## config.mk

```make
export PLATFORM = sky130hd
export DESIGN_NAME = mclk_frac_div
export DESIGN_NICKNAME = d
export VERILOG_FILES = /design/src/rtl/mdiv_pkg.sv /design/src/rtl/mdiv_src_mux.sv /design/src/rtl/mdiv_ratio_ctl.sv /design/src/rtl/mdiv_core.sv /design/src/rtl/mclk_frac_div.sv
export SDC_FILE = /design/constraint.sdc
export NUM_CORES = 1
export LEC_CHECK = 0
export ABC_AREA = 1
export BUFFER_PORTS_ARGS = -buffer_cell sky130_fd_sc_hd__buf_2
export CAP_MARGIN = 5
export CELL_PAD_IN_SITES_DETAIL_PLACEMENT = 1
export CELL_PAD_IN_SITES_GLOBAL_PLACEMENT = 1
export CORE_MARGIN = 2
export CORE_UTILIZATION = 30
export DETAILED_ROUTE_END_ITERATION = 10
export PLACE_DENSITY_LB_ADDON = 0.1
export SLEW_MARGIN = 5
export SYNTH_ARGS = -nofsm -noshare
export SYNTH_HDL_FRONTEND = slang
export SYNTH_SLANG_ARGS = --single-unit
```

## constraint.sdc

```tcl
create_clock -name clk -period 6.5 [get_ports clk]
set_input_delay 1.3 -clock clk [delete_from_list [all_inputs] [get_ports clk]]
set_output_delay 1.3 -clock clk [all_outputs]
set_load 0.02 [all_outputs]
```

## src/rtl/mdiv_pkg.sv

```systemverilog
package mdiv_pkg;
    localparam int DIV_W  = 12;
    localparam int FRAC_W = 8;
    localparam int SEL_W  = 2;
    localparam int N_SRC  = 3;
    localparam int LEN_W  = DIV_W + 1;

    typedef struct packed {
        logic [DIV_W-1:0]  div;
        logic [FRAC_W-1:0] frac;
    } ratio_t;

    typedef logic [LEN_W-1:0] len_t;

    // Integer part 0 behaves as 1
    function automatic len_t base_len(input logic [DIV_W-1:0] d);
        return (d == '0) ? len_t'(1) : len_t'(d);
    endfunction

    // Select code that routes source i: 0 -> 0, 1 -> 2, 2 -> 3
    function automatic logic [SEL_W-1:0] src_code(input int i);
        return (i == 0) ? SEL_W'(0) : SEL_W'(i + 1);
    endfunction
endpackage

```

## src/rtl/mdiv_src_mux.sv

```systemverilog
module mdiv_src_mux
    import mdiv_pkg::*;
(
    input  logic [N_SRC-1:0] src_tick,
    input  logic [SEL_W-1:0] sel,
    output logic             tick
);
    logic [N_SRC-1:0] hit;

    for (genvar i = 0; i < N_SRC; i++) begin : g_src
        assign hit[i] = src_tick[i] && (sel == src_code(i));
    end

    assign tick = |hit;
endmodule

```

## src/rtl/mdiv_ratio_ctl.sv

```systemverilog
module mdiv_ratio_ctl
    import mdiv_pkg::*;
(
    input  logic   clk,
    input  logic   rst,
    input  logic   en,
    input  logic   wr,
    input  ratio_t wr_val,
    input  logic   edge_i,
    output ratio_t nxt,
    output logic   busy
);
    ratio_t cur_q, pend_q;
    logic   busy_q;

    always_ff @(posedge clk) begin
        if (rst) begin
            cur_q  <= '0;
            pend_q <= '0;
            busy_q <= 1'b0;
        end else if (!en) begin
            busy_q <= 1'b0;
            if (wr) cur_q <= wr_val;
        end else begin
            if (edge_i && busy_q) begin
                cur_q  <= pend_q;
                busy_q <= 1'b0;
            end
            if (wr && !busy_q) begin
                pend_q <= wr_val;
                busy_q <= 1'b1;
            end
        end
    end

    assign nxt  = busy_q ? pend_q : cur_q;
    assign busy = busy_q;


    pend_hold_chk: assert property (@(posedge clk) disable iff (rst)
        (busy_q && en) |=> $stable(pend_q));

    busy_clear_chk: assert property (@(posedge clk) disable iff (rst)
        (busy_q && en && !edge_i) |=> busy_q);

    idle_busy_chk: assert property (@(posedge clk) disable iff (rst)
        !en |=> !busy_q);
endmodule

```

## src/rtl/mdiv_core.sv

```systemverilog
module mdiv_core
    import mdiv_pkg::*;
(
    input  logic   clk,
    input  logic   rst,
    input  logic   en,
    input  logic   tick,
    input  ratio_t nxt,
    output logic   mclk,
    output logic   edge_o
);
    len_t              cnt_q, len_q;
    logic [FRAC_W-1:0] acc_q;
    logic [FRAC_W:0]   sum;

    assign sum    = {1'b0, acc_q} + {1'b0, nxt.frac};
    assign edge_o = en && tick && ((cnt_q + len_t'(1)) == len_q);

    always_ff @(posedge clk) begin
        if (rst || !en) begin
            cnt_q <= '0;
            acc_q <= '0;
            len_q <= base_len(nxt.div);
            mclk  <= 1'b0;
        end else if (edge_o) begin
            mclk  <= ~mclk;
            cnt_q <= '0;
            acc_q <= sum[FRAC_W-1:0];
            len_q <= base_len(nxt.div) + len_t'(sum[FRAC_W]);
        end else if (tick) begin
            cnt_q <= cnt_q + len_t'(1);
        end
    end


    idle_low_chk: assert property (@(posedge clk) disable iff (rst)
        !en |=> !mclk);

    tick_only_chk: assert property (@(posedge clk) disable iff (rst)
        (en && !tick) |=> $stable(mclk));

    cnt_range_chk: assert property (@(posedge clk) disable iff (rst)
        en |-> (cnt_q < len_q));
endmodule

```

## src/rtl/mclk_frac_div.sv

```systemverilog
module mclk_frac_div
    import mdiv_pkg::*;
(
    input  logic              clk,
    input  logic              rst,
    input  logic [N_SRC-1:0]  src_tick,
    input  logic [SEL_W-1:0]  clk_sel,
    input  logic [DIV_W-1:0]  div_val,
    input  logic [FRAC_W-1:0] frac_val,
    input  logic              ratio_wr,
    input  logic              out_en,
    input  logic              pad_in,
    output logic              mclk_out,
    output logic              mclk_oe,
    output logic              mclk_int,
    output logic              upd_busy
);
    logic   tick, edge_w;
    ratio_t wr_val, nxt;

    assign wr_val = '{div: div_val, frac: frac_val};

    mdiv_src_mux u_mux (
        .src_tick (src_tick),
        .sel      (clk_sel),
        .tick     (tick)
    );

    mdiv_ratio_ctl u_ctl (
        .clk    (clk),
        .rst    (rst),
        .en     (out_en),
        .wr     (ratio_wr),
        .wr_val (wr_val),
        .edge_i (edge_w),
        .nxt    (nxt),
        .busy   (upd_busy)
    );

    mdiv_core u_core (
        .clk    (clk),
        .rst    (rst),
        .en     (out_en),
        .tick   (tick),
        .nxt    (nxt),
        .mclk   (mclk_out),
        .edge_o (edge_w)
    );

    assign mclk_oe  = out_en;
    assign mclk_int = out_en ? mclk_out : pad_in;


    busy_edge_chk: assert property (@(posedge clk) disable iff (rst)
        $fell(upd_busy) && $past(out_en) |-> (mclk_out != $past(mclk_out)));
endmodule

```

==> results.json, run 1 <==
{
  "status": "completed",
  "cts_resized": 0,
  "crit_path_end_kind": "flop",
  "clockBufferDepth": 2,
  "syn-cell-area_sq_mm": 0.004523,
  "critPathLaunchType": "flop",
  "r2r_slack_ns": 2.74,
  "clkPwrFrac_pct": 41.4,
  "antenna_found_initial": 0,
  "cts_root_buf": "clkbuf_16",
  "ys_ff_latch": 76,
  "synth_edf_count": 13,
  "dp.cells": 855,
  "ir_worst_vdd_v": 0.0001335,
  "pwr-share-seq_pct": 45.5,
  "holdPathEnd": "u_ctl.pend_q[9]$_SDFFE_PP0P_",
  "cts_max_level": 3,
  "ys_types": 36,
  "fp.coreArea_sq_mm": 0.01464,
  "p_sw_w": 0.0003142,
  "fin_cells": 871,
  "insertion_delay_ns": 0.34,
  "cts_buffers": 9,
  "wire_per_inst_microns": 14.26,
  "synthCells": 667,
  "hold_start": "u_ctl.pend_q[9]$_SDFFE_PP0P_",
  "gp_congestion": 0.7615,
  "dp_hpwl_microns": 8905,
  "fmax_ghz": 0.2660,
  "reg2reg_to": "u_core.len_q[10]$_DFFE_PP_",
  "ant_nets": 0,
  "synthesis.nets": 709,
  "fin_crit_ns": 3.760,
  "clock_sink_count": 76,
  "fin_nets": 724,
  "grt_pass1_wl_microns": 21100,
  "area_delta_synth_final_pct": 11.34,
  "cts_setup_buffers": 0,
  "maxCapViolCount": 0,
  "yosysWarnings": 0,
  "synth.avg_cell_area_sq_um": 6.781,
  "grt_usage_pct": 16.24,
  "fin_tns_setup_ns": 0,
  "yosysTopAreaCell": "dfxtp_1",
  "synth_top_flop_cell": "dfxtp_1",
  "r2r_start": "u_ctl.busy$_SDFFE_PP0P_",
  "diodes": 0,
  "yosysTopAreaCellShare_pct": 27.88,
  "drtPass1Iterations": 4,
  "slew_headroom_pct": 27.89,
  "finalCritPeriodShare_pct": 57.85,
  "tightestPinTransition_ns": 1.080,
  "cp_max_fo": 45,
  "cp.required_ns": 6.57,
  "via_per_inst": 4.821,
  "leakagePower_nw": 2.170,
  "cts_hold_buf": 0,
  "async_flop_share_pct": 0,
  "vias": 4199,
  "hold_path.class": "reg2reg",
  "die_area_sq_mm": 0.01608,
  "grt_overflow_total": 0,
  "hold_path_depth": 2,
  "power_density_mw_per_mm2": 225.6,
  "drive_gt1_share_pct": 10.63,
  "rows": 44,
  "power_frac_comb_pct": 13.1,
  "fin_skew_ns": 0.006376,
  "switching_share_pct": 27.65,
  "io_buffers": 33,
  "drc": 0,
  "rsz0062_at_grt": "no",
  "path_clk_slew_ns": 0.06,
  "intPower_w": 0.0008221,
  "synth_area_leaders": "dfxtp_1, nand2_1, edfxtp_1",
  "ios": 34,
  "ys_seq_area_share_pct": 36.51,
  "die_x_microns": 126.8,
  "crit_arrival_ns": 3.83,
  "path_class": "reg2reg",
  "grt_start_max_net_pins": 46,
  "setup_viol": 0,
  "whs_ns": 0.4735,
  "drt_wl_total_microns": 12420,
  "worst_r2r_path_depth": 20,
  "finalHoldViolCount": 0,
  "finalMaxSlewViolations": 0,
  "cts_tree": "yes",
  "fp.dieH_microns": 126.8,
  "post-route-util_pct": 34.39,
  "drt_iter0_markers": 138,
  "first_global_vias": 4304,
  "start_util_pct": 30.89
}
-- how the worst max path moves through the flow --
stage	start	end	slack, ns	cells after the start
after floorplan	u_ctl.busy$_SDFFE_PP0P_	u_core.len_q[10]$_DFFE_PP_	2.51	23
after global placement	clk_sel[1]	u_core.len_q[7]$_DFFE_PP_	2.57	10
after detailed placement	clk_sel[1]	u_core.len_q[7]$_DFFE_PP_	2.49	10
after CTS	u_ctl.busy$_SDFFE_PP0P_	u_core.len_q[10]$_DFFE_PP_	2.67	20
after global routing	u_ctl.busy$_SDFFE_PP0P_	u_core.len_q[10]$_DFFE_PP_	2.22	20
final	u_ctl.busy$_SDFFE_PP0P_	u_core.len_q[10]$_DFFE_PP_	2.74	20
-- per-stage QoR --
stage	total power (W)	area, sq um	setup slack, ns
detailed placement	0.0006797	4766	2.488
floorplan	0.0006333	4523	2.510
global placement	0.0006750	4766	2.570
finish	0.001136	5036	2.740
CTS	0.001158	5036	2.671
global route	0.001198	5036	2.224
-- cell usage in the layout, fill, tap and decap left out, types with 2 or more instances in the layout --
cell type,instances
buf_4,2
ha_1,11
nor2_4,3
xor2_1,10
clkinv_2,4
nand2_1,183
dfxtp_1,63
o21bai_1,5
buf_2,33
nor2_2,4
o21ai_0,54
inv_1,70
clkbuf_16,9
xnor2_1,5
a21oi_1,65
nand4_1,7
nand3b_1,6
nand2_2,4
nor2_1,57
edfxtp_1,13
nand3_1,51
nand3_2,9
nor3_1,4
-- cells in the mapped netlist (5+ instances only) --
cell type and count:
nand2_1 183, inv_1 70, a21oi_1 65, dfxtp_1 63, nor2_1 57, o21ai_0 54
nand3_1 51, clkbuf_1 16, edfxtp_1 13, ha_1 11, xor2_1 10, nand3_2 9
nand4_1 7, nand3b_1 6, buf_2 5, o21bai_1 5, xnor2_1 5
-- area by class of cell --
cell class / count / area [sq um]
flip-flops and latches: 76 / 1652
clock buffers: 11 / 242.7
repair buffers: 35 / 180.2
clock inverters: 5 / 27.53
fillers: 1896 / 9608
well taps: 184 / 230.2
inverters: 72 / 270.3
multi-input cells: 488 / 2434
-- layer usage --
layer / up-vias / global-route usage [%] / wire [microns]
met5: - / 0 / 0
met4: 0 / 3.749 / 117
met3: 11 / 4.302 / 410
met2: 48 / 27.28 / 5773
met1: 1955 / 20.96 / 6121
li1: 2185 / - / -
-- cells by family (layout without fill, tap and decap cells) --
logic type / after synthesis / after routing / synth area share [%]
AND/OR/NAND/NOR: 333 / 333 / 32.78
AO/OA/AOI/OAI: 128 / 128 / 14.63
buffers and inverters: 103 / 123 / 9.682
flip-flops: 76 / 76 / 36.51
XOR/XNOR: 15 / 15 / 2.904
adder cells (fa/ha/maj): 12 / 12 / 3.485
-- power groups by stage --
stage | clock network [W] | registers [W] | logic [W]
global route | 0.000505 | 0.000521 | 0.000173
detailed placement | 0 | 0.000528 | 0.000152
floorplan | 0 | 0.000524 | 0.000109
global placement | 0 | 0.000527 | 0.000148
CTS | 0.000488 | 0.000517 | 0.000153
finish | 0.000470 | 0.000517 | 0.000149
-- worst max-delay path: stages (launching register included) --
cell and delay, ns:
dfxtp_1 0.31, buf_4 0.38, nand2_1 0.12, o21ai_0 0.10, ha_1 0.22, fa_1 0.22
a21oi_1 0.09, o21bai_1 0.20, a21oi_1 0.09, o21bai_1 0.21, a21oi_1 0.09, o21bai_1 0.14
ha_1 0.20, ha_1 0.16, inv_1 0.04, nor2_1 0.15, nand3_1 0.13, nor3_1 0.25
nand2_1 0.16, nor2_1 0.14, xnor2_1 0.07
-- flip-flops by register name (all words and copies together), names as in the netlist --
signal        count
u_core.acc_q      8
u_core.cnt_q     13
u_core.len_q     13
u_core.mclk       1
u_ctl.busy        1
u_ctl.cur_q      20
u_ctl.pend_q     20
Power figures use the tool's default switching activity.
==> inputs of run 2 (changes only) <==
clock period = 3.41 ns   (was 6.5 ns; I/O delays follow)
==> run 2 against run 1 <==
Compared with the run above: final cell count rose by 2.4%; critical path depth is 1 lower; largest power group unchanged; sequential share of layout area fell by 1.5 points; global-route usage up 0.46 points; register-to-register slack worse by 2.5 ns; clock skew rose by 0.0011 ns; critical path type unchanged.
==> results.json, run 2 (synthesis gave the netlist of run 1 again) <==
{
  "status": "completed",
  "p_sw_w": 0.0006081,
  "vias": 4337,
  "fin_skew_ns": 0.007480,
  "cts_root_buf": "clkbuf_16",
  "area_delta_synth_final_pct": 17.10,
  "path_clk_slew_ns": 0.06,
  "reg2reg_to": "u_core.len_q[10]$_DFFE_PP_",
  "slew_headroom_pct": 45.95,
  "hold_path_depth": 2,
  "crit_path_frequent_cell": "o21bai_1",
  "io_buffers": 33,
  "worst_r2r_path_depth": 19,
  "clockBufferDepth": 2,
  "cpPeakStageDelay_ns": 0.40,
  "switching_share_pct": 27.21,
  "dp_hpwl_microns": 9296,
  "crit_arrival_ns": 3.24,
  "rows": 44,
  "fmax_ghz": 0.3163,
  "start_util_pct": 30.89,
  "drc": 0,
  "grt_overflow_total": 0,
  "ir_worst_vdd_v": 0.0002341,
  "clock_sink_count": 76,
  "cts_buffers": 9,
  "worst-path-buf-inv": 1,
  "antenna_found_initial": 0,
  "finalMaxSlewViolations": 0,
  "layout_common_cells": "nand2_1, inv_1, a21oi_1",
  "grt_pass1_wl_microns": 21610,
  "cts_tree": "yes",
  "fp.coreArea_sq_mm": 0.01464,
  "holdPathEnd": "u_ctl.pend_q[9]$_SDFFE_PP0P_",
  "power_density_mw_per_mm2": 422.0,
  "finalCritPeriodShare_pct": 92.71,
  "clkPwrFrac_pct": 42.0,
  "cp.required_ns": 3.49,
  "drtPass1Iterations": 4,
  "fin_crit_ns": 3.161,
  "intPower_w": 0.001627,
  "fin_nets": 745,
  "setup_viol": 0,
  "path_class": "reg2reg",
  "rsz0062_at_grt": "no",
  "grt_usage_pct": 16.70,
  "hold_path.class": "reg2reg",
  "r2r_slack_ns": 0.25,
  "whs_ns": 0.4774,
  "die_x_microns": 126.8,
  "tightestPinTransition_ns": 0.8099,
  "path_cells": "nand2_2 > o21ai_2 > ha_2 > fa_2 > a21oi_2 > o21bai_1 > a21oi_1 > o21bai_1 > a21oi_1 > o21bai_1 > ha_2 > ha_4 > inv_2 > nor2_4 > nand3_2 > nor3_4 > nand2_1 > nor2_1 > xnor2_1",
  "drive_gt1_share_pct": 15.40,
  "insertion_delay_ns": 0.34,
  "hold_start": "u_ctl.pend_q[9]$_SDFFE_PP0P_",
  "pwr-share-seq_pct": 44.3,
  "r2r_start": "u_ctl.busy$_SDFFE_PP0P_",
  "drt_iter0_markers": 128,
  "fin_tns_setup_ns": 0,
  "cts_max_level": 3,
  "die_area_sq_mm": 0.01608,
  "gp_congestion": 0.7740,
  "critPathLaunchType": "flop",
  "crit_path_end_kind": "flop",
  "ios": 34,
  "wire_per_inst_microns": 14.20,
  "grt_start_max_net_pins": 41,
  "cp_max_fo": 10,
  "reg_top3": "u_ctl.cur_q x20, u_ctl.pend_q x20",
  "via_per_inst": 4.862,
  "layout_commonest_cell": "nand2_1",
  "maxCapViolCount": 0,
  "finalHoldViolCount": 0,
  "ant_nets": 0,
  "leakagePower_nw": 2.295,
  "fp.dieH_microns": 126.8,
  "critPathTopFamily": "compound AO/OA/AOI/OAI gates",
  "diodes": 0,
  "first_global_vias": 4515,
  "drt_wl_total_microns": 12670,
  "power_frac_comb_pct": 13.8,
  "crit_slowest_cell": "dfxtp_4"
}
-- run 2: layout make-up --
class                           instances  area, sq um
Fill cell                            1868         9348
Clock buffer                           13        270.3
Sequential cell                        76         1655
Multi-Input combinational cell        488         2509
Tap cell                              184        230.2
Inverter                               72        270.3
Clock inverter                          3        20.02
Timing Repair Buffer                   56        341.6
-- run 2: how the worst max path moves through the flow --
stage,startpoint,to,cells past startpoint
after CTS,u_ctl.cur_q[0]$_SDFFE_PP0P_,u_core.len_q[11]$_DFFE_PP_,17
final,u_ctl.busy$_SDFFE_PP0P_,u_core.len_q[10]$_DFFE_PP_,19
after global routing,u_ctl.cur_q[0]$_SDFFE_PP0P_,u_core.len_q[11]$_DFFE_PP_,17
after detailed placement,u_ctl.cur_q[0]$_SDFFE_PP0P_,u_core.len_q[11]$_DFFE_PP_,17
after floorplan,u_ctl.busy$_SDFFE_PP0P_,u_core.len_q[10]$_DFFE_PP_,22
after global placement,u_ctl.busy$_SDFFE_PP0P_,u_core.len_q[10]$_DFFE_PP_,13
-- run 2: power groups by stage --
stage | clock network (W) | logic, W | registers [W]
2_1_floorplan | 0 | 0.000216 | 0.000999
3_3_place_gp | 0 | 0.000300 | 0.00101
3_5_place_dp | 0 | 0.000310 | 0.00101
4_1_cts | 0.000973 | 0.000311 | 0.000989
5_1_grt | 0.00100 | 0.000356 | 0.000994
6_report | 0.000938 | 0.000308 | 0.000989
-- run 2: timing repair --
action / 4_1_cts / 5_1_grt
buffers inserted: 0 / 7
resized for setup: 0 / 7
endpoints found under the setup margin: 0 / 6
hold buffers: 0 / 0
-- run 2: tightest hold or removal path, delay by kind of cell, from the launching register on --
family / cells / cell delay (ns)
AOI/OAI and AO/OA: 1 / 0.06
buffers and inverters: 1 / 0.06
DFF: 1 / 0.31
-- run 2: stage by stage --
| stage | instances | area (sq um) | total power (W) | utilization [%] | setup WS [ns] |
|---|---|---|---|---|---|
| after floorplan | 667 | 4616 | 0.001215 | - | -0.08215 |
| after global placement | 869 | 4931 | 0.001309 | 33.67 | 0.2341 |
| after detailed placement | 869 | 4931 | 0.001319 | 33.67 | 0.06190 |
| after CTS | 885 | 5221 | 0.002274 | 35.65 | 0.04518 |
| after global routing | 892 | 5296 | 0.002353 | 36.17 | 0.01687 |
| final | 892 | 5296 | 0.002235 | 36.17 | 0.2485 |
-- run 2: metal layers --
metal / GRT usage [%] / vias up / share of wire [%]
li1: - / 2239 / -
met1: 21.32 / 2038 / 48
met2: 28.52 / 45 / 48
met3: 3.332 / 15 / 2.6
met4: 5.171 / 0 / 1.3
met5: 0 / - / 0
==> inputs of run 3 (changes only) <==
==> constraint.sdc (replaced) <==
create_clock -name clk -period 3.41 [get_ports clk]
set_input_delay 0.682 -clock clk [delete_from_list [all_inputs] [get_ports clk]]
set_output_delay 0.682 -clock clk [all_outputs]
set_load 0.1 [all_outputs]
==> run 3 against run 2 <==
Compared with the run above: total power grew 2.9%; sequential share of layout area decreased by 0.16 points; wire length rose by 0.54%; hold slack got worse by 0.0038 ns; die area stayed put; first-iteration DRC count is 34% higher; global-route usage fell by 0.24 points; critical path type unchanged; clock skew rose by 0.0012 ns.
==> results.json, run 3 (synthesis gave the netlist of run 1 again) <==
{
  "finalCritPeriodShare_pct": 92.26,
  "start_util_pct": 30.89,
  "insertion_delay_ns": 0.35,
  "crit_arrival_ns": 3.23,
  "status": "completed",
  "leakagePower_nw": 2.312,
  "layout_common_cells": "nand2_1, inv_1, a21oi_1",
  "tightestPinTransition_ns": 0.7164,
  "reg_top3": "u_ctl.cur_q x20, u_ctl.pend_q x20",
  "grt_start_max_net_pins": 41,
  "fin_tns_setup_ns": 0,
  "fin_skew_ns": 0.008651,
  "critPathTopFamily": "compound AO/OA/AOI/OAI gates",
  "r2r_slack_ns": 0.26,
  "fillers": 1862,
  "diodes": 0,
  "clockBufferDepth": 2,
  "cts_buffers": 9,
  "seqCellArea_sq_mm": 0.001655,
  "slew_headroom_pct": 52.07,
  "rows": 44,
  "drtPass1Iterations": 5,
  "crit_slowest_cell": "dfxtp_4",
  "cp.required_ns": 3.49,
  "gp_congestion": 0.8043,
  "path_cells": "buf_12 > nand2_1 > o21ai_2 > ha_2 > fa_2 > a21oi_1 > o21bai_2 > a21oi_2 > o21bai_1 > a21oi_1 > o21bai_1 > ha_2 > nand4_1 > nor2_2 > nand2_2 > nor4_4 > nand2_1 > xor2_1",
  "drive_gt1_share_pct": 15.80,
  "cpPeakStageDelay_ns": 0.36,
  "fp.dieH_microns": 126.8,
  "via_per_inst": 4.856,
  "drt_wl_total_microns": 12740,
  "path_class": "reg2reg",
  "fin_crit_ns": 3.146,
  "setup_slack_ns": 0.2639,
  "power_density_mw_per_mm2": 431.8,
  "vias": 4336,
  "crit_path_end_kind": "flop",
  "cp_max_fo": 7,
  "area_delta_synth_final_pct": 17.70,
  "setup_viol": 0,
  "ios": 34,
  "grt_pass1_wl_microns": 21250,
  "critPathLaunchType": "flop",
  "worst-path-buf-inv": 1,
  "maxCapViolCount": 0,
  "cts_hold_buf": 0,
  "fin_nets": 746,
  "antenna_found_initial": 0,
  "grt_usage_pct": 16.46,
  "dpl_worst_slack_ns": -0.04345,
  "grt_overflow_total": 0,
  "dp_hpwl_microns": 9115,
  "whs_ns": 0.4736,
  "multi_input_area_sq_mm": 0.002497,
  "finalMaxSlewViolations": 0,
  "cts_root_buf": "clkbuf_16",
  "finalHoldViolCount": 0,
  "clock_sink_count": 76,
  "ir_worst_vdd_v": 0.0002784,
  "cts_tree": "yes",
  "fp.coreArea_sq_mm": 0.01464,
  "path_clk_slew_ns": 0.06,
  "die_area_sq_mm": 0.01608,
  "layout_commonest_cell": "nand2_1",
  "drt_iter0_markers": 171,
  "io_buffers": 33,
  "drc": 0,
  "die_x_microns": 126.8,
  "first_global_vias": 4431,
  "wire_per_inst_microns": 14.26,
  "ant_nets": 0,
  "fmax_ghz": 0.3179,
  "hold_path.class": "reg2reg",
  "cts_max_level": 3
}
run 3: cell count changes in the layout (fill, tap and decap cells not counted):
cell	previous run	this run
o41ai_2	1	0
o21bai_2	0	1
o41ai_1	0	1
nor2_2	5	6
o21bai_1	5	4
o21ai_1	3	4
ha_2	2	3
clkbuf_8	3	5
clkbuf_1	1	0
nor2_1	55	54
buf_12	0	1
clkinv_2	1	0
ha_4	1	0
o21ai_0	51	50
run 3: worst paths after layout:
kind                                start                           end  cells past startpoint
min reg2reg  u_ctl.pend_q[9]$_SDFFE_PP0P_  u_ctl.pend_q[9]$_SDFFE_PP0P_                      2
min          u_ctl.pend_q[9]$_SDFFE_PP0P_  u_ctl.pend_q[9]$_SDFFE_PP0P_                      2
max               u_ctl.busy$_SDFFE_PP0P_    u_core.len_q[11]$_DFFE_PP_                     18
max reg2reg       u_ctl.busy$_SDFFE_PP0P_    u_core.len_q[11]$_DFFE_PP_                     18
run 3: what timing repair did:
| action | 4_1_cts | 5_1_grt |
|---|---|---|
| gates resized for setup | 1 | 12 |
| hold endpoints to repair | 0 | 0 |
| setup endpoints to repair | 1 | 6 |
| gates cloned | 0 | 0 |
| setup buffers | 1 | 9 |
| pin swaps | 2 | 14 |
run 3: through the flow:
stage          instance area, sq um  instances  total power (W)  utilization (%)
6_report                       5324        893         0.002299            36.36
5_1_grt                        5324        893         0.002407            36.36
4_1_cts                        5215        884         0.002322            35.61
3_5_place_dp                   4896        867         0.001323            33.43
3_3_place_gp                   4896        867         0.001315            33.43
2_1_floorplan                  4596        667         0.001225                -
run 3: tightest hold or removal path, delay by kind of cell, from the launching register on:
kind | cells | cell delay [ns]
flip-flops | 1 | 0.31
AO/OA/AOI/OAI | 1 | 0.05
buffers and inverters | 1 | 0.06
run 3: area by class of cell:
class	instances	area share [%]
well taps	184	4.324
clock buffers	14	5.523
flip-flops and latches	76	31.09
repair buffers	57	6.792
inverters	72	5.076
multi-input cells	488	46.91
clock inverters	2	0.2820
run 3: power by group:
| group | internal (W) | switching, W |
|---|---|---|
| registers | 0.000964 | 0.0000230 |
| logic | 0.000113 | 0.000209 |
| clock network | 0.000593 | 0.000397 |
run 3: routing by layer:
metal | part of all wire, % | global-route usage, % | vias to the layer above
li1 | - | - | 2232
met1 | 48 | 21.29 | 2031
met2 | 46 | 27.12 | 58
met3 | 3.5 | 3.838 | 15
met4 | 1.6 | 5.559 | 0
met5 | 0 | 0 | -
